**src/rtl/march_bist_pkg.sv**
```systemverilog
package march_bist_pkg;

  localparam int MAX_OPS   = 6;
  localparam int NUM_ELEMS = 6;
  localparam int ELEM_W    = 3;
  localparam int OPIDX_W   = 3;

  typedef enum logic [1:0] {DIR_UP = 2'd0, DIR_DOWN = 2'd1, DIR_ANY = 2'd2} dir_e;
  typedef enum logic {EK_MARCH = 1'b0, EK_PAUSE = 1'b1} kind_e;

  typedef struct packed {
    logic is_rd;
    logic val;
  } op_t;

  typedef struct packed {
    kind_e              kind;
    dir_e               dir;
    logic [OPIDX_W-1:0] nops;
    op_t [MAX_OPS-1:0]  ops;
  } elem_t;

  localparam op_t OP_W0 = '{is_rd: 1'b0, val: 1'b0};
  localparam op_t OP_W1 = '{is_rd: 1'b0, val: 1'b1};
  localparam op_t OP_R0 = '{is_rd: 1'b1, val: 1'b0};
  localparam op_t OP_R1 = '{is_rd: 1'b1, val: 1'b1};

  function automatic elem_t mk_march(input dir_e d, input logic [OPIDX_W-1:0] n,
                                     input op_t o0, input op_t o1, input op_t o2,
                                     input op_t o3, input op_t o4, input op_t o5);
    elem_t e;
    e.kind = EK_MARCH;
    e.dir  = d;
    e.nops = n;
    e.ops  = {o5, o4, o3, o2, o1, o0};
    return e;
  endfunction

  function automatic elem_t mk_pause();
    elem_t e;
    e.kind = EK_PAUSE;
    e.dir  = DIR_ANY;
    e.nops = '0;
    e.ops  = '0;
    return e;
  endfunction

  // Two built-in algorithms, six elements each, ten operations per address.
  function automatic elem_t table_entry(input logic sel, input logic [ELEM_W-1:0] idx);
    elem_t e;
    e = mk_pause();
    if (!sel) begin
      case (idx)
        3'd0: e = mk_march(DIR_ANY,  3'd1, OP_W0, OP_W0, OP_W0, OP_W0, OP_W0, OP_W0);
        3'd1: e = mk_march(DIR_UP,   3'd2, OP_R0, OP_W1, OP_W0, OP_W0, OP_W0, OP_W0);
        3'd2: e = mk_march(DIR_UP,   3'd2, OP_R1, OP_W0, OP_W0, OP_W0, OP_W0, OP_W0);
        3'd3: e = mk_march(DIR_DOWN, 3'd2, OP_R0, OP_W1, OP_W0, OP_W0, OP_W0, OP_W0);
        3'd4: e = mk_march(DIR_DOWN, 3'd2, OP_R1, OP_W0, OP_W0, OP_W0, OP_W0, OP_W0);
        3'd5: e = mk_march(DIR_ANY,  3'd1, OP_R0, OP_W0, OP_W0, OP_W0, OP_W0, OP_W0);
        default: e = mk_pause();
      endcase
    end else begin
      case (idx)
        3'd0: e = mk_march(DIR_ANY,  3'd1, OP_W0, OP_W0, OP_W0, OP_W0, OP_W0, OP_W0);
        3'd1: e = mk_march(DIR_UP,   3'd6, OP_R0, OP_W1, OP_R1, OP_W0, OP_R0, OP_W1);
        3'd2: e = mk_pause();
        3'd3: e = mk_march(DIR_DOWN, 3'd2, OP_R1, OP_W0, OP_W0, OP_W0, OP_W0, OP_W0);
        3'd4: e = mk_pause();
        3'd5: e = mk_march(DIR_ANY,  3'd1, OP_R0, OP_W0, OP_W0, OP_W0, OP_W0, OP_W0);
        default: e = mk_pause();
      endcase
    end
    return e;
  endfunction

  function automatic logic elem_is_pause(input logic sel, input logic [ELEM_W-1:0] idx);
    elem_t e;
    e = table_entry(sel, idx);
    return e.kind == EK_PAUSE;
  endfunction

  function automatic logic elem_is_down(input logic sel, input logic [ELEM_W-1:0] idx);
    elem_t e;
    e = table_entry(sel, idx);
    return e.dir == DIR_DOWN;
  endfunction

  function automatic logic [OPIDX_W-1:0] elem_nops(input logic sel, input logic [ELEM_W-1:0] idx);
    elem_t e;
    e = table_entry(sel, idx);
    return e.nops;
  endfunction

  function automatic op_t elem_op(input logic sel, input logic [ELEM_W-1:0] idx,
                                  input logic [OPIDX_W-1:0] k);
    elem_t e;
    op_t   o;
    e = table_entry(sel, idx);
    o = OP_W0;
    for (int i = 0; i < MAX_OPS; i++) begin
      if (k == OPIDX_W'(i)) o = e.ops[i];
    end
    return o;
  endfunction

endpackage

```
**src/rtl/march_addr_gen.sv**
```systemverilog
module march_addr_gen #(
  parameter int ADDR_W = 4
) (
  input  logic              clk,
  input  logic              rst_n,
  input  logic              load,
  input  logic              load_down,
  input  logic              step,
  output logic [ADDR_W-1:0] addr,
  output logic              last
);
  localparam logic [ADDR_W-1:0] TOP_ADDR = {ADDR_W{1'b1}};

  logic              down_q;
  logic [ADDR_W-1:0] addr_q;

  function automatic logic [ADDR_W-1:0] first_addr(input logic down);
    return down ? TOP_ADDR : '0;
  endfunction

  function automatic logic [ADDR_W-1:0] next_addr(input logic [ADDR_W-1:0] a, input logic down);
    return down ? a - 1'b1 : a + 1'b1;
  endfunction

  always_ff @(posedge clk or negedge rst_n) begin
    if (!rst_n) begin
      addr_q <= '0;
      down_q <= 1'b0;
    end else if (load) begin
      addr_q <= first_addr(load_down);
      down_q <= load_down;
    end else if (step) begin
      addr_q <= next_addr(addr_q, down_q);
    end
  end

  assign addr = addr_q;
  assign last = down_q ? (addr_q == '0) : (addr_q == TOP_ADDR);

endmodule

```
**src/rtl/march_seq.sv**
```systemverilog
module march_seq
  import march_bist_pkg::*;
#(
  parameter int PAUSE_CYCLES = 12
) (
  input  logic               clk,
  input  logic               rst_n,
  input  logic               start,
  input  logic               algo_sel,
  input  logic               addr_last,
  output logic               run_start,
  output logic               issue,
  output logic               op_last,
  output logic               in_pause,
  output logic               done,
  output logic               addr_load,
  output logic               load_down,
  output logic               addr_step,
  output logic [ELEM_W-1:0]  elem_idx,
  output logic [OPIDX_W-1:0] op_idx,
  output op_t                cur_op
);
  localparam int PCNT_W = $clog2(PAUSE_CYCLES + 1);
  localparam logic [PCNT_W-1:0] PCNT_LAST = PCNT_W'(PAUSE_CYCLES - 1);
  localparam logic [ELEM_W-1:0] ELEM_LAST = ELEM_W'(NUM_ELEMS - 1);

  typedef enum logic [2:0] {ST_IDLE, ST_RUN, ST_PAUSE, ST_FINISH, ST_DONE} state_e;

  state_e             st_q, st_d;
  logic               sel_q, sel_d;
  logic [ELEM_W-1:0]  elem_q, elem_d, elem_nxt;
  logic [OPIDX_W-1:0] op_q, op_d;
  logic [PCNT_W-1:0]  pcnt_q, pcnt_d;
  logic               elem_final;

  assign elem_nxt   = elem_q + 1'b1;
  assign elem_final = (elem_q == ELEM_LAST);

  always_comb begin
    st_d      = st_q;
    sel_d     = sel_q;
    elem_d    = elem_q;
    op_d      = op_q;
    pcnt_d    = pcnt_q;
    addr_load = 1'b0;
    load_down = 1'b0;
    addr_step = 1'b0;
    issue     = (st_q == ST_RUN);
    op_last   = issue && (op_q == elem_nops(sel_q, elem_q) - 3'd1);
    run_start = start && ((st_q == ST_IDLE) || (st_q == ST_DONE));
    cur_op    = elem_op(sel_q, elem_q, op_q);
    case (st_q)
      ST_IDLE, ST_DONE: begin
        if (run_start) begin
          sel_d  = algo_sel;
          elem_d = '0;
          op_d   = '0;
          pcnt_d = '0;
          if (elem_is_pause(algo_sel, '0)) begin
            st_d = ST_PAUSE;
          end else begin
            st_d      = ST_RUN;
            addr_load = 1'b1;
            load_down = elem_is_down(algo_sel, '0);
          end
        end
      end
      ST_RUN: begin
        if (op_last) begin
          op_d = '0;
          if (addr_last) begin
            if (elem_final) begin
              st_d = ST_FINISH;
            end else begin
              elem_d = elem_nxt;
              pcnt_d = '0;
              if (elem_is_pause(sel_q, elem_nxt)) begin
                st_d = ST_PAUSE;
              end else begin
                addr_load = 1'b1;
                load_down = elem_is_down(sel_q, elem_nxt);
              end
            end
          end else begin
            addr_step = 1'b1;
          end
        end else begin
          op_d = op_q + 1'b1;
        end
      end
      ST_PAUSE: begin
        if (pcnt_q == PCNT_LAST) begin
          pcnt_d = '0;
          if (elem_final) begin
            st_d = ST_FINISH;
          end else begin
            elem_d = elem_nxt;
            if (!elem_is_pause(sel_q, elem_nxt)) begin
              st_d      = ST_RUN;
              addr_load = 1'b1;
              load_down = elem_is_down(sel_q, elem_nxt);
            end
          end
        end else begin
          pcnt_d = pcnt_q + 1'b1;
        end
      end
      ST_FINISH: st_d = ST_DONE;
      default:   st_d = ST_IDLE;
    endcase
  end

  always_ff @(posedge clk or negedge rst_n) begin
    if (!rst_n) begin
      st_q   <= ST_IDLE;
      sel_q  <= 1'b0;
      elem_q <= '0;
      op_q   <= '0;
      pcnt_q <= '0;
    end else begin
      st_q   <= st_d;
      sel_q  <= sel_d;
      elem_q <= elem_d;
      op_q   <= op_d;
      pcnt_q <= pcnt_d;
    end
  end

  assign in_pause = (st_q == ST_PAUSE);
  assign done     = (st_q == ST_DONE);
  assign elem_idx = elem_q;
  assign op_idx   = op_q;

endmodule

```
**src/rtl/march_cmp.sv**
```systemverilog
module march_cmp
  import march_bist_pkg::*;
#(
  parameter int ADDR_W = 4,
  parameter int DATA_W = 8
) (
  input  logic               clk,
  input  logic               rst_n,
  input  logic               clear,
  input  logic               rd_issue,
  input  logic [DATA_W-1:0]  exp_data,
  input  logic [ADDR_W-1:0]  rd_addr,
  input  logic [ELEM_W-1:0]  rd_elem,
  input  logic [OPIDX_W-1:0] rd_op,
  input  logic [DATA_W-1:0]  rdata,
  output logic               mismatch,
  output logic               fail,
  output logic [ADDR_W-1:0]  fail_addr,
  output logic [ELEM_W-1:0]  fail_elem,
  output logic [OPIDX_W-1:0] fail_op
);
  logic               pend_v;
  logic [DATA_W-1:0]  pend_exp;
  logic [ADDR_W-1:0]  pend_addr;
  logic [ELEM_W-1:0]  pend_elem;
  logic [OPIDX_W-1:0] pend_op;

  // Read data returns one cycle after the strobe; the tag travels with it.
  always_ff @(posedge clk or negedge rst_n) begin
    if (!rst_n) begin
      pend_v    <= 1'b0;
      pend_exp  <= '0;
      pend_addr <= '0;
      pend_elem <= '0;
      pend_op   <= '0;
    end else begin
      pend_v <= rd_issue;
      if (rd_issue) begin
        pend_exp  <= exp_data;
        pend_addr <= rd_addr;
        pend_elem <= rd_elem;
        pend_op   <= rd_op;
      end
    end
  end

  assign mismatch = pend_v && (rdata != pend_exp);

  always_ff @(posedge clk or negedge rst_n) begin
    if (!rst_n) begin
      fail      <= 1'b0;
      fail_addr <= '0;
      fail_elem <= '0;
      fail_op   <= '0;
    end else if (clear) begin
      fail      <= 1'b0;
      fail_addr <= '0;
      fail_elem <= '0;
      fail_op   <= '0;
    end else if (mismatch && !fail) begin
      fail      <= 1'b1;
      fail_addr <= pend_addr;
      fail_elem <= pend_elem;
      fail_op   <= pend_op;
    end
  end

endmodule

```
**src/rtl/march_bist.sv**
```systemverilog
module march_bist
  import march_bist_pkg::*;
#(
  parameter int ADDR_W       = 4,
  parameter int DATA_W       = 8,
  parameter int PAUSE_CYCLES = 12
) (
  input  logic               clk,
  input  logic               rst_n,
  input  logic               start,
  input  logic               algo_sel,
  input  logic [DATA_W-1:0]  background,
  output logic [ADDR_W-1:0]  mem_addr,
  output logic               mem_we,
  output logic               mem_re,
  output logic [DATA_W-1:0]  mem_wdata,
  input  logic [DATA_W-1:0]  mem_rdata,
  output logic               done,
  output logic               fail,
  output logic [ADDR_W-1:0]  fail_addr,
  output logic [ELEM_W-1:0]  fail_elem,
  output logic [OPIDX_W-1:0] fail_op
);
  logic               run_start, seq_issue, op_last, in_pause;
  logic               addr_load, load_down, addr_step, addr_last;
  logic               cmp_mismatch;
  logic [ELEM_W-1:0]  elem_idx;
  logic [OPIDX_W-1:0] op_idx;
  op_t                cur_op;
  logic [DATA_W-1:0]  bg_q, op_word;

  function automatic logic [DATA_W-1:0] bg_word(input logic [DATA_W-1:0] bg, input logic val);
    return val ? ~bg : bg;
  endfunction

  always_ff @(posedge clk or negedge rst_n) begin
    if (!rst_n)         bg_q <= '0;
    else if (run_start) bg_q <= background;
  end

  march_seq #(.PAUSE_CYCLES(PAUSE_CYCLES)) seq_i (
    .clk(clk), .rst_n(rst_n), .start(start), .algo_sel(algo_sel),
    .addr_last(addr_last), .run_start(run_start), .issue(seq_issue),
    .op_last(op_last), .in_pause(in_pause), .done(done),
    .addr_load(addr_load), .load_down(load_down), .addr_step(addr_step),
    .elem_idx(elem_idx), .op_idx(op_idx), .cur_op(cur_op)
  );

  march_addr_gen #(.ADDR_W(ADDR_W)) agen_i (
    .clk(clk), .rst_n(rst_n), .load(addr_load), .load_down(load_down),
    .step(addr_step), .addr(mem_addr), .last(addr_last)
  );

  assign op_word   = bg_word(bg_q, cur_op.val);
  assign mem_we    = seq_issue && !cur_op.is_rd;
  assign mem_re    = seq_issue && cur_op.is_rd;
  assign mem_wdata = op_word;

  march_cmp #(.ADDR_W(ADDR_W), .DATA_W(DATA_W)) cmp_i (
    .clk(clk), .rst_n(rst_n), .clear(run_start), .rd_issue(mem_re),
    .exp_data(op_word), .rd_addr(mem_addr), .rd_elem(elem_idx), .rd_op(op_idx),
    .rdata(mem_rdata), .mismatch(cmp_mismatch), .fail(fail),
    .fail_addr(fail_addr), .fail_elem(fail_elem), .fail_op(fail_op)
  );

endmodule

```
**config.mk**
```make
export PLATFORM = sky130hd
export DESIGN_NAME = march_bist
export DESIGN_NICKNAME = d
export VERILOG_FILES = /design/src/rtl/march_bist_pkg.sv /design/src/rtl/march_addr_gen.sv /design/src/rtl/march_seq.sv /design/src/rtl/march_cmp.sv /design/src/rtl/march_bist.sv
export SDC_FILE = /design/constraint.sdc
export NUM_CORES = 1
export LEC_CHECK = 0
export BUFFER_PORTS_ARGS = -buffer_cell sky130_fd_sc_hd__buf_2
export CAP_MARGIN = 10
export CORE_MARGIN = 5
export CORE_UTILIZATION = 53
export DETAILED_ROUTE_END_ITERATION = 7
export GPL_TIMING_DRIVEN = 1
export PLACE_DENSITY_LB_ADDON = 0.12
export SETUP_SLACK_MARGIN = 0.15
export SYNTH_ARGS = -nofsm -noshare
export SYNTH_HDL_FRONTEND = slang
export SYNTH_SLANG_ARGS = --single-unit
```
**constraint.sdc**
```tcl
create_clock -name clk -period 2.45 [get_ports clk]
set_input_delay 0.3675 -clock clk [delete_from_list [all_inputs] [get_ports clk]]
set_output_delay 0.3675 -clock clk [all_outputs]
set_load 0.01 [all_outputs]
```
==> results of run 1 <==
## synthesized netlist by cell type, types with 7 or more instances
master,count
nand2_1,14
nor3_1,12
nand3_1,17
dfrtp_1,57
a21boi_0,8
o21ai_0,12
ha_1,17
mux2_1,9
a21oi_1,17
inv_1,15
mux2i_1,13
nor2_1,23
xnor2_1,14
clkbuf_1,7
a211o_1,11
mux2_2,20
## sequential cells by signal, summed over array words and instances, names as in the netlist, 4 cells and up
signal	flops
seq_i.pcnt_q	4
cmp_i.fail_addr	4
cmp_i.pend_exp	8
bg_q	8
cmp_i.pend_addr	4
agen_i.addr	4
## per-stage QoR
step | hold WS, ps | util [%]
after floorplan | 71.91 | -
after global placement | 317.9 | 63.22
after detailed placement | 320.3 | 63.22
after CTS | 233.3 | 69.57
after global routing | 246.0 | 74.75
final | 240.2 | 74.75
## area by class of cell
cell class | instances | area (um^2) | area share [%]
clock buffer | 11 | 131.4 | 2.737
tap | 77 | 96.34 | 2.007
clock inverter | 5 | 103.9 | 2.163
inverter | 15 | 61.31 | 1.277
multi-input combinational | 252 | 2245 | 46.76
sequential | 57 | 1431 | 29.81
timing repair buffer | 94 | 732.0 | 15.25
## worst max-delay path, stage by stage (launching register included)
cell       delay, ps
dfrtp_2          430
buf_4            160
ha_1             180
ha_1             170
nand2b_4         130
o2111ai_4        130
buf_4            200
a211o_1          260
nand3_1          110
buf_2            160
## what timing repair did
action / in CTS / in global routing
cloned: 3 / 3
hold buffers: 1 / 0
pin swaps: 4 / 12
setup endpoints to repair: 44 / 45
buffers inserted: 4 / 8
hold endpoints to repair: 17 / 0
resized for setup: 20 / 55
## routing by layer
layer,share of wire (%),track usage (%),vias up
met4,1.9,8.040,0
li1,-,-,1422
met5,0,0,-
met2,48,32.08,109
met1,44,27.85,1440
met3,6.0,4.828,18
## worst max path at each step
stage	end	slack (ps)	cells after the start
floorplan	seq_i.pcnt_q[0]$_DFFE_PN0P_	-40	11
global placement	seq_i.pcnt_q[2]$_DFFE_PN0P_	-8	12
detailed placement	seq_i.pcnt_q[2]$_DFFE_PN0P_	-80	12
CTS	seq_i.pcnt_q[2]$_DFFE_PN0P_	-130	12
global route	mem_wdata[2]	-250	9
finish	mem_wdata[2]	-190	9
## power by group through the flow
| stage | sequential (W) | clock (W) | combinational, W |
|---|---|---|---|
| after global placement | 0.00168 | 0 | 0.00361 |
| final | 0.00171 | 0.00108 | 0.00508 |
| after global routing | 0.00177 | 0.00114 | 0.00542 |
| after CTS | 0.00168 | 0.00108 | 0.00411 |
| after detailed placement | 0.00170 | 0 | 0.00370 |
| after floorplan | 0.00166 | 0 | 0.00252 |
## cell families (layout without fill, tap and decap cells)
logic type | after synthesis | after routing | synth area share (%)
compound gates | 78 | 79 | 16.21
flops | 57 | 57 | 40.34
buf+inv | 32 | 125 | 4.529
mux | 44 | 44 | 13.98
simple gates | 96 | 96 | 14.65
fa+ha+maj | 18 | 18 | 6.582
xor+xnor | 15 | 15 | 3.716
==> impl_results.md, run 1 <==
- Global-route wire length before repair: roughly 14000 um
- Final setup viols: 19
- Power Total: a little under 0.008 W
- Clock-pin slew on the worst setup and hold paths: roughly 70 ps
- Comb pwr share: approximately 65%
- Hold path start: algo_sel
- Critical Path End Type: output pin
- Worst vdd ir: around 0.85 mV
- Fin. max-slew vios: 0
- Post-synth ARST share: 100.0%
- Main area contributors after synthesis: dfrtp_1 40%, mux2_2 6.4%, ha_1 6.0%, mux2i_1 3.7%, xnor2_1 3.5%
- CP max FO: 8
- Unrepaired setup endpoints after global routing: true
- Most common cell after layout, fill and taps aside: dfrtp_1
- Root Buffer: clkbuf_8
- Syn nets: between 300 and 400
- Final hold vios: 0
- Top cell type's share of synthesized area: between 40% and 50%
- Final HPWL from detailed placement: roughly 5700 um
- Final Wtd Congestion: ~0.83
- Post-DP Area: 4060 um^2
- Top FF cell, synth: dfrtp_1
- Worst setup startpoint: seq_i.elem_idx[0]$_DFFE_PN0P_
- Sw Share: roughly two fifths
- Status: complete, but fails checks
- Number of port buffers: 45
- Synth warn: 0
- Peak Freq: ~0.38 GHz
- Reg-to-reg startpoint: seq_i.elem_idx[0]$_DFFE_PN0P_
- Sequential fraction of the synthesis area: around two fifths
- Die area: 8405 um^2
- Detailed Route Iter0 Violations: ~210
- Commonest cells after routing, fill and taps aside: 53 x dfrtp_1, 42 x buf_2, 33 x buf_4
- Layout Cells excl Fill: 511
- Sw Pwr: 0.003166 W
- Share of layout cells above drive strength 1: 43.09%
- Mean Syn Cell Area: approximately 10 um^2
- CTS H-tree lvls: 3
- 1st-pass router iterations: 4
- Crit path DAT: between 2000 and 2500 ps
- Relative slew slack: between 50% and 60%
- Worst-skew pair later-pin latency: approximately 340 ps
- ANT cells: 0
- Mapped Cells: 340
- Fin crit share: 107.9%
- Nets: 467
- Clock skew: between 10 and 15 ps
- Bufs on Longest Clock Path: 2
- Post-synthesis cell type count: slightly above 60
- # DRC: 0
- Clk pwr share: between 10% and 20%
- Sequential power share: 21.7%
- Cell-internal power: around 0.0047 W
- Reg2reg setup slack: -100 ps
- Post-synth EDFFs: 0
- I/O Pins: 46
- Worst Slack Setup Final: -193.2 ps
- Area Overhead vs Synth: 35.77%
- Startpoint types: flop
- Pwr dens: 1638 nW/um^2
- WS Path Type: flop to output pin
- CORE AREA: around 6400 um^2
- DP Worst Slack: -79.64 ps
- Post-route cell area: 4801 um^2
- Post-Syn Area: 3536 um^2
- Reg2Reg Depth: 12
- Post-synth top area cell: dfrtp_1
- # rows: 29
- Failing checks: setup timing
- Vias in the first global route: 2868
- ANT nets after route: 0
- CP Data Required Time: approximately 2100 ps
- Seq cells post-synth: 57
- Least-Margin Pin Slew: roughly 670 ps
- CTS buffer count: 9
- Largest net degree at the start of global routing: 25
- TritonCTS clock tree: yes
- Worst hold path class: primary input to flop
- Placed cell count: ~480
- Total Routed Length: ~9100 um
- Initial antenna violation count: 0
- Tmin final: ~2600 ps
- Worst hold stages: 3
- Max cap viols: 0
- R2r endpoint: seq_i.pcnt_q[2]$_DFFE_PN0P_
- Overall global routing resource usage: approximately a fifth
- Vias after detailed routing: about 3000
- Lkg Pwr: between 2 and 2.5 nW
- Routed length per instance: ~18 um
- Clock sinks: 57
- Filler cells: 432
- Global route overflow: 0
- Setup TNS: -1778 ps
- DR vias/cell: between 5 and 6
- Die height: about 92 um
- Hold EP: seq_i.sel_q$_DFFE_PN0P_
- Width of the die: just over 90 um
- Initial Util: between 50% and 60%
No activity file was read; power rests on OpenSTA's default activity.
==> inputs of run 2 (changes only) <==
Settings changed: CAP_MARGIN 10 to default, CORE_UTILIZATION 53 to 55, PLACE_DENSITY from default to 0.76, PLACE_DENSITY_LB_ADDON 0.12 to default.
Clock period 2.45 ns to 2.8 ns, I/O delays scaled along.
==> run 2 against run 1 <==
Routed wire length down 6.0%. The run now ends clean. Die area down 3.2%. Largest cell class unchanged. Clock power down 18%. Count of clock-buffer cells in the layout down 2. Worst setup slack better by 310 ps.
==> impl_results.md, run 2 (same netlist as run 1, synthesis figures left out) <==
- Status: finished clean
- Vias in the first global route: approximately 3000
- Peak Freq: 0.3720 GHz
- Final HPWL from detailed placement: roughly 5500 um
- Detailed Route Iter0 Violations: ~200
- Die height: 90.18 um
- Relative slew slack: 52.66%
- CORE AREA: around 6300 um^2
- Total Routed Length: ~8500 um
- Initial Util: a little under three fifths
- Cell-internal power: 0.003372 W
- Sw Pwr: approximately 0.0025 W
- Overall global routing resource usage: between 20% and 30%
- Cts hold-fix bufs: 0
- Met2 GRT Util: 31.59%
- Max cap viols: 0
- Critical Path End Type: output pin
- Initial antenna violation count: 0
- Routed length per instance: between 15 and 20 um
- Die area: between 8000 and 9000 um^2
- Clock skew: 8.313 ps
- Startpoint types: flop
- Most common cell after layout, fill and taps aside: dfrtp_1
- CTS buffer count: 9
- CP Data Required Time: about 2400 ps
- Clock sinks: 57
- Area Overhead vs Synth: 24.24%
- Fin. max-slew vios: 0
- CTS H-tree lvls: 3
- Crit path DAT: roughly 2300 ps
- Comb pwr share: between 50% and 60%
- GRT met1 Usage: approximately 30%
- Worst-skew pair later-pin latency: 360 ps
- 1st-pass router iterations: 5
- Final Util: between 60 and 70%
- Worst vdd ir: 0.7738 mV
- Clk pwr share: roughly 15%
- Top Registers: bg_q (8), cmp_i.pend_exp (8)
- # DRC: 0
- Grt met3 use: about 6.3%
- CP max FO: 8
- Final hold vios: 0
- Bufs on Longest Clock Path: 2
- Nets: 448
- Global-route wire length before repair: between 10000 and 15000 um
- Commonest cells after routing, fill and taps aside: 53 x dfrtp_1, 40 x buf_2, 24 x buf_4
- Root Buffer: clkbuf_8
- Final Wtd Congestion: between 0.8 and 0.9
- Width of the die: 90.18 um
- Tmin final: about 2700 ps
- Lkg Pwr: approximately 2.1 nW
- Global route overflow: 0
- Power Total: roughly 0.0058 W
- WS Path Type: flop to output pin
- Clock-pin slew on the worst setup and hold paths: roughly 80 ps
- ANT cells: 0
- Largest net degree at the start of global routing: 58
- Fin crit share: between 90% and 100%
- Least-Margin Pin Slew: roughly 710 ps
- GRT busiest layer: met2
- Share of layout cells above drive strength 1: 35.66%
- Unrepaired setup endpoints after global routing: true
- Sequential power share: about a quarter
- Sw Share: a little over two fifths
- # rows: 29
- Final setup viols: 0
- Pwr dens: 1331 nW/um^2
- Vias after detailed routing: between 2000 and 3000
- Setup TNS: 0 ps
- I/O Pins: 46
- DR vias/cell: about 6
- ANT nets after route: 0
- Worst hold path class: primary input to asynchronous set/reset pin
- TritonCTS clock tree: yes
- Number of port buffers: 45
run 2: area by class of cell:
type	instances	area, um^2
inverters	15	56.30
clock inverters	7	101.3
flip-flops and latches	57	1431
clock buffers	9	123.9
repair buffers	75	504.2
multi-input cells	252	2079
well taps	77	96.34
fillers	472	1921
run 2: through the flow:
stage	setup slack [ps]	hold slack [ps]	instance area, um^2	std cells
floorplan	161.8	124.4	3536	340
global placement	200.3	469.2	3874	461
detailed placement	168.7	474.1	3874	461
CTS	146.2	230.2	4228	482
global route	36.57	266.2	4393	492
finish	111.8	211.6	4393	492
run 2: final timing paths:
| check | end | depth (start not counted) | slack [ps] | from |
|---|---|---|---|---|
| setup / recovery | mem_wdata[7] | 9 | 110 | seq_i.elem_idx[0]$_DFFE_PN0P_ |
| hold / removal | cmp_i.fail_addr[3]$_DFFE_PN0P_ | 2 | 210 | rst_n |
| setup reg to reg | agen_i.addr[1]$_DFFE_PN0P_ | 11 | 260 | seq_i.elem_idx[0]$_DFFE_PN0P_ |
| hold reg to reg | cmp_i.pend_addr[2]$_DFFE_PN0P_ | 1 | 490 | cmp_i.pend_addr[2]$_DFFE_PN0P_ |
| max in group asynchronous | seq_i.elem_idx[2]$_DFFE_PN0P_ | 2 | 2090 | rst_n |
| min in group clk | seq_i.sel_q$_DFFE_PN0P_ | 3 | 270 | algo_sel |
run 2: metal layers:
metal | up-vias | share of wire (%) | routed length [um]
li1 | 1384 | - | -
met1 | 1441 | 44 | 3722
met2 | 132 | 46 | 3952
met3 | 23 | 8.0 | 683
met4 | 0 | 2.0 | 168
met5 | - | 0 | 0
run 2: critical path, cell delays in order (launching register included):
cell and delay [ps]:
dfrtp_1 400, buf_6 150, ha_4 170, buf_6 130, mux2_4 280, a31oi_4 240
buf_6 170, a211o_1 150, nand3_2 70, buf_2 150
run 2: timing repair:
| item | CTS | global route |
|---|---|---|
| hold endpoints to repair | 0 | 0 |
| endpoints found under the setup margin | 10 | 22 |
| resized for setup | 29 | 22 |
| buffers inserted | 2 | 10 |
| cloned | 3 | 0 |
| pin swaps | 3 | 11 |
run 2: power by group through the flow:
stage / registers, W / clock network (W) / logic [W]
2_1_floorplan: 0.00144 / 0 / 0.00213
3_3_place_gp: 0.00150 / 0 / 0.00273
3_5_place_dp: 0.00151 / 0 / 0.00282
4_1_cts: 0.00151 / 0.000896 / 0.00305
5_1_grt: 0.00158 / 0.000938 / 0.00373
6_report: 0.00153 / 0.000885 / 0.00343
==> inputs of run 3 (changes only) <==
Settings changed: CORE_UTILIZATION 55 to 50, PLACE_DENSITY 0.76 to 0.71, REMOVE_ABC_BUFFERS from default to 1.
==> run 3 against run 2 <==
Register-to-register slack lost 60 ps. Total power rose by 1.2%. Core utilization shrank 4.1 points. Via count fell by 1.5%. Routed wire length is 1.0% higher. Cell count rose by 5.9%. First-iteration DRC count fell by 22%. Worst hold slack got worse by 110 ps. Clock skew decreased by 0.57 ps. Fmax increased by 2.1%. Non-clock buffer count increased by 10. Critical endpoint is now mem_wdata[3]. Largest power group unchanged. Highest routed layer unchanged.
==> impl_results.md, run 3 (same netlist as run 1, synthesis figures left out) <==
- Status: finished clean
- 1st-pass router iterations: 4
- WS Path Type: flop to output pin
- ANT nets after route: 0
- TritonCTS clock tree: yes
- Bufs on Longest Clock Path: 2
- Crit path DAT: between 2000 and 2500 ps
- Width of the die: approximately 94 um
- Global route overflow: 0
- Pwr dens: 1323 nW/um^2
- R2r endpoint: seq_i.pcnt_q[0]$_DFFE_PN0P_
- Die height: ~94 um
- Max stage delay on crit path: about 400 ps
- Least-Margin Pin Slew: 712.5 ps
- Worst path buffer plus inverter count: 4
- CP Data Required Time: ~2400 ps
- Clock skew: about 7.7 ps
- CTS buffer count: 9
- ANT cells: 0
- Post-DP Area: 3913 um^2
- Max cap viols: 0
- Area Overhead vs Synth: 26.54%
- Reg2Reg Depth: 12
- Cell chain of the critical path: buf_6 -> ha_4 -> buf_8 -> mux2_4 -> a31oi_4 -> buf_6 -> a211o_1 -> nand3_2 -> buf_6
- Final HPWL from detailed placement: between 5000 and 6000 um
- Top Registers: bg_q (8), cmp_i.pend_exp (8)
- Worst vdd ir: between 0.6 and 0.7 mV
- Routed length per instance: about 17 um
- Critical Path End Type: output pin
- Fin crit share: between 90% and 100%
- Initial antenna violation count: 0
- Unrepaired setup endpoints after global routing: true
- Slowest cell on the critical path: dfrtp_1
- Final hold vios: 0
- Post-route cell area: between 4000 and 5000 um^2
- # DRC: 0
- Most common cell after layout, fill and taps aside: dfrtp_1
- Vias in the first global route: ~2800
- Startpoint types: flop
- Tmin final: about 2600 ps
- Peak Freq: 0.3799 GHz
- Clock-pin slew on the worst setup and hold paths: approximately 70 ps
- Number of port buffers: 45
- Commonest cells after routing, fill and taps aside: 54 x dfrtp_1, 37 x buf_2, 35 x buf_4
- Detailed Route Iter0 Violations: between 150 and 200
- Vias after detailed routing: 2935
- CORE AREA: around 6800 um^2
- Global-route wire length before repair: around 13000 um
- Reg-to-reg startpoint: seq_i.elem_idx[1]$_DFFE_PN0P_
- Reg2reg setup slack: around 200 ps
- Final setup viols: 0
- Relative slew slack: between 50% and 60%
- Family with the most delay on the worst path: buffers and inverters
- Worst-skew pair later-pin latency: around 340 ps
- DR vias/cell: 5.633
- I/O Pins: between 40 and 50
- CTS H-tree lvls: 3
- Die area: about 8900 um^2
- Overall global routing resource usage: between 10% and 20%
- Lkg Pwr: around 2.2 nW
- Share of layout cells above drive strength 1: approximately 37%
- Initial Util: roughly half
- Clock sinks: 57
- Final Wtd Congestion: between 0.8 and 0.9
- # rows: 30
- CP max FO: 8
- Root Buffer: clkbuf_8
- Nets: approximately 460
- Critical Path Most Common Cell: buf_6
- Setup TNS: 0 ps
- Worst hold path class: primary input to asynchronous set/reset pin
- Fin. max-slew vios: 0
- Total Routed Length: roughly 8600 um
- Largest net degree at the start of global routing: 28
[run 3: layer usage]
layer	up-vias	GRT usage (%)	part of all wire, %
li1	1403	-	-
met1	1433	24.02	44
met2	86	31.11	51
met3	13	5.689	4.5
met4	0	6.137	1.3
met5	-	0	0
[run 3: worst max-delay path by stage]
stage	startpoint	endpoint	slack, ps	depth (start not counted)
2_1_floorplan	seq_i.elem_idx[0]$_DFFE_PN0P_	seq_i.pcnt_q[2]$_DFFE_PN0P_	150	10
5_1_grt	seq_i.elem_idx[1]$_DFFE_PN0P_	seq_i.pcnt_q[0]$_DFFE_PN0P_	70	12
6_report	seq_i.elem_idx[0]$_DFFE_PN0P_	mem_wdata[3]	170	9
4_1_cts	seq_i.elem_idx[1]$_DFFE_PN0P_	agen_i.down_q$_DFFE_PN0P_	130	11
3_5_place_dp	seq_i.elem_idx[1]$_DFFE_PN0P_	mem_wdata[2]	210	8
3_3_place_gp	seq_i.elem_idx[1]$_DFFE_PN0P_	agen_i.addr[0]$_DFFE_PN0P_	230	10
[run 3: layout make-up]
class / count / area [um^2]
clock buffer: 10 / 127.6
clock inverter: 6 / 35.03
fill: 555 / 2357
inverter: 15 / 56.30
multi-input combinational: 252 / 2107
sequential: 57 / 1430
tap: 96 / 120.1
timing repair buffer: 85 / 598.1
[run 3: worst register-to-register path, delay by kind of cell, from the launching register on]
family	cells	cell delay [ps]
mux	1	280
simple gates	1	50
xor+xnor	2	330
compound gates	4	690
buf+inv	2	340
flops	1	400
fa+ha+maj	2	390
[run 3: power breakdown]
| group | switching, W | internal [W] | leakage [nW] |
|---|---|---|---|
| clock | 0.000335 | 0.000314 | 0.0818 |
| combinational | 0.00186 | 0.00196 | 1.38 |
| sequential | 0.000276 | 0.00118 | 0.706 |
| total | 0.00247 | 0.00345 | 2.16 |
[run 3: timing repair]
action	4_1_cts	5_1_grt
setup endpoints to repair	10	23
setup buffers	1	19
cloned	2	1
hold buffers	0	0
pin swaps	2	18
resized for setup	13	41
[run 3: through the flow]
step	cells	util [%]	worst slack, ps	power [W]	hold slack, ps
5_1_grt	521	65.49	66.58	0.006338	147.1
3_3_place_gp	482	57.27	225.2	0.004300	473.0
6_report	521	65.49	167.7	0.005921	101.6
2_1_floorplan	323	-	151.1	0.003466	124.4
3_5_place_dp	482	57.27	207.0	0.004403	474.1
4_1_cts	501	60.86	131.3	0.005203	111.5
